==> src/rtl/sram_lane_ctrl.sv <==
module sram_lane_ctrl #(
  parameter int ADDR_W    = 17,
  parameter int CLK_NS    = 10,
  parameter int T_WC_NS   = 55,
  parameter int T_PWE_NS  = 45,
  parameter int T_SCE_NS  = 50,
  parameter int T_AW_NS   = 50,
  parameter int T_PWB_NS  = 45,
  parameter int T_SD_NS   = 25,
  parameter int T_HZWE_NS = 30,
  parameter int T_AA_NS   = 55
) (
  input  logic              clk,
  input  logic              rst_n,
  input  logic              host_req,
  output logic              host_ready,
  input  logic [ADDR_W-1:0] host_addr,
  input  logic [15:0]       host_wdata,
  input  logic [1:0]        host_be,
  input  logic              host_wr,
  output logic [15:0]       host_rdata,
  output logic              host_rvalid,
  output logic [ADDR_W-1:0] mem_addr,
  output logic              mem_ce_n,
  output logic              mem_we_n,
  output logic              mem_oe_n,
  output logic              mem_ub_n,
  output logic              mem_lb_n,
  output logic [15:0]       mem_dq_out,
  output logic              mem_dq_oe,
  input  logic [15:0]       mem_dq_in
);

  function automatic int cyc(input int ns);
    int c;
    c = (ns + CLK_NS - 1) / CLK_NS;
    return (c < 1) ? 1 : c;
  endfunction

  function automatic int max2(input int a, input int b);
    return (a > b) ? a : b;
  endfunction

  localparam int LANE_W = 8;
  localparam int N_WC   = cyc(T_WC_NS);
  localparam int N_HZ   = cyc(T_HZWE_NS);
  localparam int N_SD   = cyc(T_SD_NS);
  localparam int N_AA   = cyc(T_AA_NS);
  localparam int N_WLOW = max2(max2(cyc(T_PWE_NS), cyc(T_SCE_NS)),
                               max2(max2(cyc(T_AW_NS), cyc(T_PWB_NS)), N_HZ + N_SD));
  localparam int N_MAX  = max2(max2(N_WC, N_WLOW), N_AA) + 2;
  localparam int CW     = $clog2(N_MAX + 1) + 1;

  typedef enum logic [2:0] {S_IDLE, S_WR, S_WEND, S_RD, S_WAIT} st_t;

  st_t               st;
  logic [CW-1:0]     ph, tot;
  logic [ADDR_W-1:0] a_r;
  logic [15:0]       d_r;
  logic [1:0]        be_r;
  logic              accept;

  assign accept     = host_req && (st == S_IDLE);
  assign host_ready = (st == S_IDLE);
  assign mem_addr   = a_r;
  assign mem_dq_out = d_r;
  assign mem_ce_n   = !(st == S_WR || st == S_WEND || st == S_RD);
  assign mem_we_n   = (st != S_WR);
  assign mem_oe_n   = (st != S_RD);
  assign mem_ub_n   = mem_ce_n || !be_r[1];
  assign mem_lb_n   = mem_ce_n || !be_r[0];
  assign mem_dq_oe  = (st == S_WR && ph >= CW'(N_HZ)) || (st == S_WEND);

  always_ff @(posedge clk) begin
    if (!rst_n) begin
      st          <= S_IDLE;
      ph          <= '0;
      tot         <= '0;
      a_r         <= '0;
      d_r         <= '0;
      be_r        <= '0;
      host_rdata  <= '0;
      host_rvalid <= 1'b0;
    end else begin
      host_rvalid <= 1'b0;
      tot         <= accept ? '0 : (st != S_IDLE) ? tot + 1'b1 : tot;
      case (st)
        S_IDLE: if (accept) begin
          a_r  <= host_addr;
          d_r  <= host_wdata;
          be_r <= host_be;
          ph   <= '0;
          if (host_be == 2'b00) begin
            st <= S_WAIT;
            if (!host_wr) begin
              host_rvalid <= 1'b1;
              host_rdata  <= '0;
            end
          end else begin
            st <= host_wr ? S_WR : S_RD;
          end
        end
        S_WR: begin
          ph <= ph + 1'b1;
          if (ph == CW'(N_WLOW - 1)) st <= S_WEND;
        end
        S_WEND: st <= S_WAIT;
        S_RD: begin
          ph <= ph + 1'b1;
          if (ph == CW'(N_AA - 1)) begin
            host_rdata  <= mem_dq_in & {{LANE_W{be_r[1]}}, {LANE_W{be_r[0]}}};
            host_rvalid <= 1'b1;
            st          <= S_WAIT;
          end
        end
        S_WAIT: if (tot >= CW'(N_WC - 1)) st <= S_IDLE;
        default: st <= S_IDLE;
      endcase
    end
  end

  p_strobes_held_r2: assert property (@(posedge clk) disable iff (!rst_n)
    $rose(mem_we_n) |-> !mem_ce_n && (!mem_ub_n || !mem_lb_n));
  p_quiet_after_fall_r4: assert property (@(posedge clk) disable iff (!rst_n)
    $fell(mem_we_n) |-> !mem_dq_oe);
  p_driven_at_rise_r4: assert property (@(posedge clk) disable iff (!rst_n)
    $rose(mem_we_n) |-> $past(mem_dq_oe) && mem_dq_oe);
  p_addr_stable_r5: assert property (@(posedge clk) disable iff (!rst_n)
    (!mem_we_n && $past(!mem_we_n)) |-> $stable(mem_addr));
  p_no_contention_r6: assert property (@(posedge clk) disable iff (!rst_n)
    !mem_oe_n |-> !mem_dq_oe && mem_we_n);
  p_rvalid_pulse_r7: assert property (@(posedge clk) disable iff (!rst_n)
    host_rvalid |=> !host_rvalid);
  p_null_quiet_r9: assert property (@(posedge clk) disable iff (!rst_n)
    (host_req && host_ready && host_be == 2'b00) |=> mem_ce_n);
  p_busy_after_accept_r10: assert property (@(posedge clk) disable iff (!rst_n)
    (host_req && host_ready) |=> !host_ready);

endmodule

==> config.mk <==
export PLATFORM = sky130hd
export DESIGN_NAME = sram_lane_ctrl
export DESIGN_NICKNAME = d
export VERILOG_FILES = /design/src/rtl/sram_lane_ctrl.sv
export SDC_FILE = /design/constraint.sdc
export NUM_CORES = 1
export LEC_CHECK = 0
export BUFFER_PORTS_ARGS = -buffer_cell sky130_fd_sc_hd__buf_2
export CAP_MARGIN = 0
export CORE_MARGIN = 3
export CORE_UTILIZATION = 51
export DETAILED_ROUTE_END_ITERATION = 7
export GPL_ROUTABILITY_DRIVEN = 0
export PLACE_DENSITY = 0.84
export SLEW_MARGIN = 20
export SYNTH_ARGS = -nofsm -noshare
export SYNTH_HDL_FRONTEND = slang
export SYNTH_SLANG_ARGS = --single-unit
==> constraint.sdc <==
create_clock -name clk -period 3.9 [get_ports clk]
set_clock_uncertainty 0.15 [all_clocks]
set_input_delay 1.17 -clock clk [delete_from_list [all_inputs] [get_ports clk]]
set_output_delay 1.17 -clock clk [all_outputs]
set_load 0.01 [all_outputs]
==> results of run 1 <==
through the flow:
step	util (%)	setup WS (ps)
floorplan	-	1335
global placement	63.66	809.0
detailed placement	63.66	735.9
CTS	66.82	827.7
global route	66.82	677.0
finish	66.82	831.2
state kept, by name (all words and copies together), names as in the netlist:
signal	flops
st	3
mem_dq_out	16
be_r	2
host_rvalid	1
tot	5
ph	5
host_rdata	16
mem_addr	17
power by group:
group          internal (µW)  leakage [µW]  switching (µW)
clock network            260     0.0000826             226
registers                736      0.000530            72.4
logic                    172      0.000906             257
total                   1170       0.00152             555
per-layer routing:
layer	wire length, µm	part of all wire [%]
met1	2819	45
met2	2840	45
met3	544	8.7
met4	80	1.3
met5	0	0
synthesized netlist by cell type, drive strengths merged (3+ instances only):
cell and count:
a211oi 3, a21oi 39, a31oi 3, and3 3, buf 5, clkbuf 21, dfxtp 65, ha 4
inv 6, mux2i 16, nand2 93, nand3 22, nor2 9, nor2b 3, o31ai 3, or3 7
critical path, cell delays in order, from the launching register on:
cell	delay (ps)
dfxtp_1	360
ha_1	260
a211o_1	230
o311ai_0	280
a21oi_1	130
buf_2	170
layout make-up:
| type | count | area (µm²) | area share (%) |
|---|---|---|---|
| timing repair buffer | 113 | 570.5 | 16.61 |
| multi-input combinational | 232 | 1290 | 37.56 |
| tap | 70 | 87.58 | 2.550 |
| clock buffer | 14 | 162.7 | 4.736 |
| inverter | 6 | 22.52 | 0.6557 |
| sequential | 65 | 1301 | 37.89 |
cells by family (layout without fill, tap and decap cells):
family,Yosys count,count (layout)
simple gates,148,148
buf+inv,32,133
flops,65,65
xor+xnor,3,3
compound gates,61,61
fa+ha+maj,4,4
mux,16,16
path summary, 6_finish.rpt:
| check | endpoint | slack (ps) |
|---|---|---|
| setup reg to reg | host_rdata[8] | 1410 |
| setup / recovery | mem_dq_oe | 830 |
| hold / removal | mem_addr[10] | 300 |
| hold reg to reg | mem_addr[10] | 300 |
==> results by group, run 1 <==
Yosys
  • Unique cell type count in the Yosys netlist: 44
  • Synth top area share: 47.49%
  • Compound-cell area share of the yosys netlist: 13.74%
  • XOR/XNOR share of the synthesized area: 0.9589%
  • Synth warn: 0
  • Adder-Cell Fraction of Synth Area: 1.826%
  • Synth Net Count: 388
  • Simple-gate share of the synthesized area: 24.38%
  • Synth top area cells: dfxtp_1, nand2_1, a21oi_1, mux2i_1, nand3_1
  • Top cell type by total area after synthesis: dfxtp_1
  • Synth Flop Type: dfxtp_1
  • Portion of netlist area occupied by mux cells: 5.845%
  • Synth Cell Area: 2740 µm²
  • Main combinational cell family by area after synthesis: simple AND/OR/NAND/NOR gates
  • Ys async rst share: 0%
  • Mean Syn Cell Area: 8.329 µm²
  • Sequential share of the synthesized area: 47.49%
  • Post-Syn Instances: 329
  • Seq cells post-synth: 65
  • Number of synthesized flops with an enable pin: 0

Cells and area
  • Area growth syn-to-layout: 25.34%
  • Commonest non-fill, non-tap cells in the layout: buf_2, nand2_1, dfxtp_1
  • NumNets Final: 486
  • Fill cell count: 475
  • Fin cells: 500
  • Post-route cell area: 3435 µm²
  • Layout cell share with drive strength beyond 1: 29.77%
  • Most common cell after layout, fill and taps aside: buf_2
  • Ant. Diodes: 0

Placement
  • Placed Cells: 486
  • I/O Buffers: 111
  • Cell area after placement: 3272 µm²
  • HPWL Detailed: 4494 µm

Floorplan
  • I/O pin cnt: 112
  • Row count: 26
  • Starting Density: 53.31%
  • Area of the die: 6288 µm²
  • Core footprint: 5140 µm²
  • Die width: 79.30 µm
  • Die Height: 79.30 µm

Power
  • LEAKAGE: 0.001518 µW
  • PwrDens: 501.4 nW/µm²
  • VDD IR-drop max: 0.0002845 V
  • Overall power: 1722 µW

Global routing
  • Initial antenna violation count: 0
  • M2 GR Usage: 34.18%
  • GRT Total Usage: 20.26%
  • Largest net degree at the start of global routing: 44
  • M3 GR Usage: 5.442%
  • Global route total overflow: 0
  • Vias in the first global route: 2476
  • First-pass GRT wire length: 10430 µm
  • Global Route met1 Usage: 24.59%
  • Top Usage Layer GRT: met2

Clock network
  • CTS Buf Count: 9
  • Root buf cell: clkbuf_8
  • Clk_lat worst skew: 320 ps
  • # hold bufs at CTS: 0
  • H-tree Lvls: 3
  • CTS tree: yes
  • Setup Buffers After CTS: 0
  • Clock buffer depth: 2
  • Clk sinks: 65
  • Post-CTS resize count: 0
  • Clock slew at reported path FFs: 60 ps

Timing
  • Max Slew Vio Count: 0
  • Worst-margin pin slew: 817.0 ps
  • RSZ-0062 raised after global routing: no
  • Fin crit share: 78.69%
  • Fmax: 325.9 MHz
  • WHS: 300.7 ps
  • Tmin final: 3069 ps
  • Final Hold Violating Endpoints: 0
  • Setup violations, final: 0
  • Setup TNS: 0 ps
  • Relative slew slack: 45.31%

Critical path
  • Crit path capture type: output port
  • Crit path launch: ph[0]
  • Crit path DAT: 1750 ps
  • Worst Path Required: 2580 ps
  • Crit start category: register
  • Critical path fanouts, max: 6
  • Reg-to-Reg Start: st[0]
  • Reg2Reg Depth: 3
  • WS Path Type: register to output port

Route
  • Drt drc: 0
  • Vias/cell: 5.168
  • Initial DRC count: 121
  • Via count: 2584
  • Drt total wl: 6285 µm
  • ANT nets after route: 0
  • Pre-Repair DR Iteration Count: 4
  • Wire length per cell: 12.57 µm

Worst hold path
  • Hold Startpoint: mem_addr[10]
  • Worst hold path class: register to register
  • Hold Path Depth: 2

Job
  • Max cap viols: 0

Status
  • Status: finished clean
No activity file was read; power rests on OpenSTA's default activity.
==> run 2: changes to the inputs <==
Settings changed: CORE_UTILIZATION 51 to 43, PLACE_DENSITY 0.84 to 0.75.
Clock period 3.9 ns to 2.8 ns, I/O delays scaled along.
==> run 2 against run 1 <==
Net effect:
- utilization shrank 8.9 points
- critical endpoint unchanged
- wire length grew 2.4%
- sequential share of layout area shrank 0.81 points
- sequential power grew 40%
- largest power group unchanged
- clock power grew 60%
- first-iteration DRC count shrank 38%
- final cell count grew 2.2%
- via count shrank 1.3%
==> results by group, run 2 (synthesized netlist as in run 1, its figures left out) <==
Worst hold path
  • Worst hold path class: register to register
  • Hold Startpoint: mem_addr[8]
  • Hold EP: mem_addr[8]
  • Hold Path Depth: 2

Timing
  • Setup TNS: 0 ps
  • Fin crit share: 95.30%
  • WHS: 300.8 ps
  • Max Slew Vio Count: 0
  • Final WS setup: 131.5 ps
  • Final Hold Violating Endpoints: 0
  • Worst-margin pin slew: 561.3 ps
  • Tmin final: 2669 ps
  • Fmax: 374.7 MHz
  • RSZ-0062 raised after global routing: no
  • Relative slew slack: 62.53%
  • Setup violations, final: 0

Critical path
  • Crit path DAT: 1680 ps
  • Critical path's largest stage delay: 360 ps
  • WP buf/inv: 1
  • Reg-to-Reg Start: ph[0]
  • R2r setup slk: 720 ps
  • Reg2Reg Depth: 5
  • WS Path Type: register to output port
  • Reg2reg end: host_rdata[10]
  • Critical path fanouts, max: 6
  • Crit path capture type: output port
  • Cells along the critical path: ha_2, a211o_1, o311ai_2, a21oi_1, buf_2
  • Worst Path Required: 1810 ps
  • Crit start category: register
  • Crit-path slowest cell: dfxtp_1
  • Cell family with most CP delay: compound AO/OA/AOI/OAI gates

Status
  • Status: finished clean

Route
  • ANT nets after route: 0
  • Drt drc: 0
  • Drt total wl: 6438 µm
  • Vias/cell: 4.992
  • Wire length per cell: 12.60 µm
  • Initial DRC count: 75
  • Via count: 2551
  • Pre-Repair DR Iteration Count: 4

Power
  • Overall power: 2519 µW
  • P_int: 1687 µW
  • VDD IR-drop max: 0.0005095 V
  • Sw Ratio: 33.03%
  • Net Sw Power: 832.0 µW
  • Clock Power Share: 30.8%
  • Sequential share of power: 44.8%
  • PwrDens: 716.9 nW/µm²
  • Comb pwr share: 24.3%
  • LEAKAGE: 0.001553 µW

Cells and area
  • Layout cell share with drive strength beyond 1: 32.11%
  • Area growth syn-to-layout: 28.22%
  • Commonest non-fill, non-tap cells in the layout: buf_2, nand2_1, dfxtp_1
  • Ant. Diodes: 0
  • Fill cell count: 564
  • Largest register FFs: 17
  • Fin cells: 511
  • Most common cell after layout, fill and taps aside: buf_2
  • NumNets Final: 490

Clock network
  • Clk_lat worst skew: 330 ps
  • Setup Buffers After CTS: 0
  • CTS tree: yes
  • Clk sinks: 65
  • Clock slew at reported path FFs: 70 ps
  • CTS Buf Count: 9
  • Clock buffer depth: 2
  • H-tree Lvls: 3
  • # hold bufs at CTS: 0
  • Root buf cell: clkbuf_8

Floorplan
  • Core footprint: 6061 µm²
  • Die width: 85.83 µm
  • I/O pin cnt: 112
  • Row count: 28
  • Starting Density: 45.21%
  • Area of the die: 7366 µm²
  • Die Height: 85.83 µm

Placement
  • Dpl ws: 344.1 ps
  • Placed Cells: 495
  • I/O Buffers: 111
  • HPWL Detailed: 4530 µm

Global routing
  • Global route total overflow: 0
  • Initial antenna violation count: 0
  • Vias in the first global route: 2407
  • First-pass GRT wire length: 10470 µm
  • GRT Total Usage: 17.31%
  • Largest net degree at the start of global routing: 27

Job
  • Max cap viols: 0
[run 2: changes by cell type in the layout (fill, tap and decap cells not counted), moves of 2 or more]
| cell | change |
|---|---|
| buf_4 | +4 |
| clkbuf_1 | -3 |
| clkbuf_8 | -2 |
| clkinv_2 | +3 |
[run 2: power groups by stage]
stage,logic (µW),clock network [µW],registers [µW]
6_report,613,776,1130
5_1_grt,693,836,1150
4_1_cts,620,801,1130
3_5_place_dp,618,0,1150
3_3_place_gp,607,0,1140
2_1_floorplan,422,0,1140
[run 2: metrics by stage]
| step | util, % | area (µm²) |
|---|---|---|
| after global placement | 54.58 | 3308 |
| after detailed placement | 54.58 | 3308 |
| after CTS | 57.78 | 3502 |
| after floorplan | - | 2740 |
| final | 57.97 | 3513 |
| after global routing | 57.97 | 3513 |
[run 2: area by class of cell]
| type | count | area [µm²] | share of cell area [%] |
|---|---|---|---|
| Sequential cell | 65 | 1303 | 37.07 |
| Clock inverter | 7 | 70.07 | 1.994 |
| Multi-Input combinational cell | 232 | 1300 | 37.00 |
| Tap cell | 75 | 93.84 | 2.671 |
| Clock buffer | 9 | 123.9 | 3.526 |
| Inverter | 6 | 22.52 | 0.6410 |
| Timing Repair Buffer | 117 | 600.6 | 17.09 |
[run 2: timing repair]
item                       CTS  global route
hold endpoints to repair     0             0
setup endpoints to repair    0             2
gates resized for setup      0             4
[run 2: layer usage]
layer  part of all wire [%]  global-route usage (%)
met1                     45                   21.88
met2                     45                   27.75
met3                    9.3                   5.187
met4                   0.71                   6.763
met5                      0                       0
[run 2: worst max-delay path by stage]
stage | depth (start not counted) | end | startpoint
after floorplan | 5 | host_rdata[10] | host_req
after global placement | 5 | host_rdata[10] | host_req
after detailed placement | 5 | host_rdata[10] | host_req
after CTS | 5 | mem_dq_oe | ph[0]
after global routing | 5 | mem_dq_oe | ph[0]
final | 5 | mem_dq_oe | ph[0]
[run 2: worst reg2reg max path, delay by kind of cell (launching register included)]
kind,cells,cell delay [ps]
AND/OR/NAND/NOR,1,560
flip-flops,1,420
adder cells (fa/ha/maj),1,190
buffers and inverters,1,310
AO/OA/AOI/OAI,1,170
multiplexers,1,220
==> run 3: changes to the inputs <==
==> constraint.sdc (replaced) <==
create_clock -name clk -period 2.8 [get_ports clk]
set_clock_uncertainty 0.15 [all_clocks]
set_input_delay 0.28 -clock clk [delete_from_list [all_inputs] [get_ports clk]]
set_output_delay 0.28 -clock clk [all_outputs]
set_load 0.01 [all_outputs]
==> run 3 against run 2 <==
Net effect:
- clock-buffer cell count grew 5
- combinational power is essentially flat
- worst setup slack gained 420 ps
- first-iteration DRC count grew 140%
- die area is the same
- non-clock buffer count shrank 1
- worst hold slack lost 270 ps
- wire length shrank 1.8%
- register-to-register slack lost 160 ps
- critical path depth shrank 1
==> results by group, run 3 (synthesized netlist as in run 1, its figures left out) <==
Clock network
  • Clock slew at reported path FFs: 70 ps
  • Post-CTS resize count: 0
  • # hold bufs at CTS: 0
  • CTS Buf Count: 9
  • Clk sinks: 65
  • Root buf cell: clkbuf_8
  • Clk_lat worst skew: 330 ps
  • Clock buffer depth: 2
  • H-tree Lvls: 3
  • Setup Buffers After CTS: 0
  • CTS tree: yes

Cells and area
  • Commonest non-fill, non-tap cells in the layout: buf_2, nand2_1, dfxtp_1
  • NumNets Final: 489
  • Fin cells: 510
  • Layout cell share with drive strength beyond 1: 30.80%
  • Most common cell after layout, fill and taps aside: buf_2
  • Largest register FFs: 17
  • Area growth syn-to-layout: 28.04%
  • Fill cell count: 578
  • Ant. Diodes: 0

Critical path
  • Crit path DAT: 2350 ps
  • Cells along the critical path: ha_1, or4bb_1, o22ai_4, mux2i_1
  • Crit path capture type: register
  • Critical path fanouts, max: 17
  • Worst Path Required: 2910 ps
  • Reg-to-Reg Start: ph[0]
  • Levels on crit path: 4
  • Reg2reg end: host_rdata[7]
  • Crit path launch: ph[0]
  • WP buf/inv: 0
  • Cell family with most CP delay: compound AO/OA/AOI/OAI gates
  • Critical path's largest stage delay: 590 ps
  • Reg2Reg Depth: 4
  • Crit-path slowest cell: o22ai_4
  • R2r setup slk: 560 ps
  • WS Path Type: register to register
  • Crit start category: register
  • Worst Setup EP: host_rdata[7]

Floorplan
  • Die width: 85.83 µm
  • Row count: 28
  • Die Height: 85.83 µm
  • Area of the die: 7366 µm²
  • I/O pin cnt: 112
  • Starting Density: 45.21%
  • Core footprint: 6061 µm²

Route
  • Initial DRC count: 182
  • Drt total wl: 6321 µm
  • Via count: 2594
  • Drt drc: 0
  • Pre-Repair DR Iteration Count: 4
  • ANT nets after route: 0
  • Vias/cell: 5.086
  • Wire length per cell: 12.39 µm

Global routing
  • M2 GR Usage: 28.39%
  • Top Usage Layer GRT: met2
  • Global Route met1 Usage: 21.54%
  • Global route total overflow: 0
  • Vias in the first global route: 2422
  • Initial antenna violation count: 0
  • M3 GR Usage: 6.340%
  • GRT Total Usage: 17.62%
  • Largest net degree at the start of global routing: 43
  • First-pass GRT wire length: 10510 µm

Worst hold path
  • Worst hold path class: input pin to register
  • Hold Path Depth: 3
  • Hold Startpoint: host_wdata[9]

Power
  • LEAKAGE: 0.001557 µW
  • PwrDens: 727.2 nW/µm²
  • VDD IR-drop max: 0.0003938 V

Timing
  • Setup violations, final: 0
  • Fmax: 445.5 MHz
  • RSZ-0062 raised after global routing: no
  • Final Hold Violating Endpoints: 0
  • Relative slew slack: 52.03%
  • Worst-margin pin slew: 719.6 ps
  • Max Slew Vio Count: 0
  • Tmin final: 2245 ps
  • WHS: 29.52 ps
  • Fin crit share: 80.16%
  • Setup TNS: 0 ps

Job
  • Max cap viols: 0

Status
  • Status: finished clean

Placement
  • I/O Buffers: 111
  • Placed Cells: 494
  • HPWL Detailed: 4571 µm
run 3: tightest hold or removal path, delay by kind of cell:
family                 cells  cell delay [ps]
buffers and inverters      1               90
AOI/OAI and AO/OA          1               50
and+or+nand+nor            1               40
run 3: area by class of cell:
| class | instances | area, µm² | share of cell area (%) |
|---|---|---|---|
| clock buffer | 14 | 172.7 | 4.922 |
| clock inverter | 2 | 35.03 | 0.9986 |
| inverter | 6 | 22.52 | 0.6419 |
| multi-input combinational | 232 | 1290 | 36.77 |
| sequential | 65 | 1301 | 37.09 |
| tap | 75 | 93.84 | 2.675 |
| timing repair buffer | 116 | 593.1 | 16.90 |
run 3: how the worst min path moves through the flow:
stage / to / slack, ps
floorplan: be_r[0] / 270
global placement: mem_addr[9] / 290
detailed placement: mem_addr[1] / 290
CTS: mem_dq_out[13] / 10
global route: mem_addr[0] / 20
finish: mem_dq_out[9] / 30
run 3: stage by stage:
stage                     power, µW  utilization (%)  cell area [µm²]  worst slack [ps]
final                          2551            57.89             3508             555.4
after detailed placement       1764            54.46             3301             552.8
after CTS                      2586            57.89             3508             550.4
after floorplan                1558                -             2740             842.4
after global placement         1751            54.46             3301             636.6
after global routing           2714            57.89             3508             374.4
run 3: metal layers:
layer  vias to the layer above  share of wire (%)
met5                         -                  0
met4                         0                1.5
met3                        12                 10
met2                       111                 44
met1                      1153                 44
li1                       1318                  -
run 3: report_power, final:
part | internal (µW) | switching, µW
Combinational | 250 | 364
Clock | 484 | 331
Sequential | 1020 | 97.8
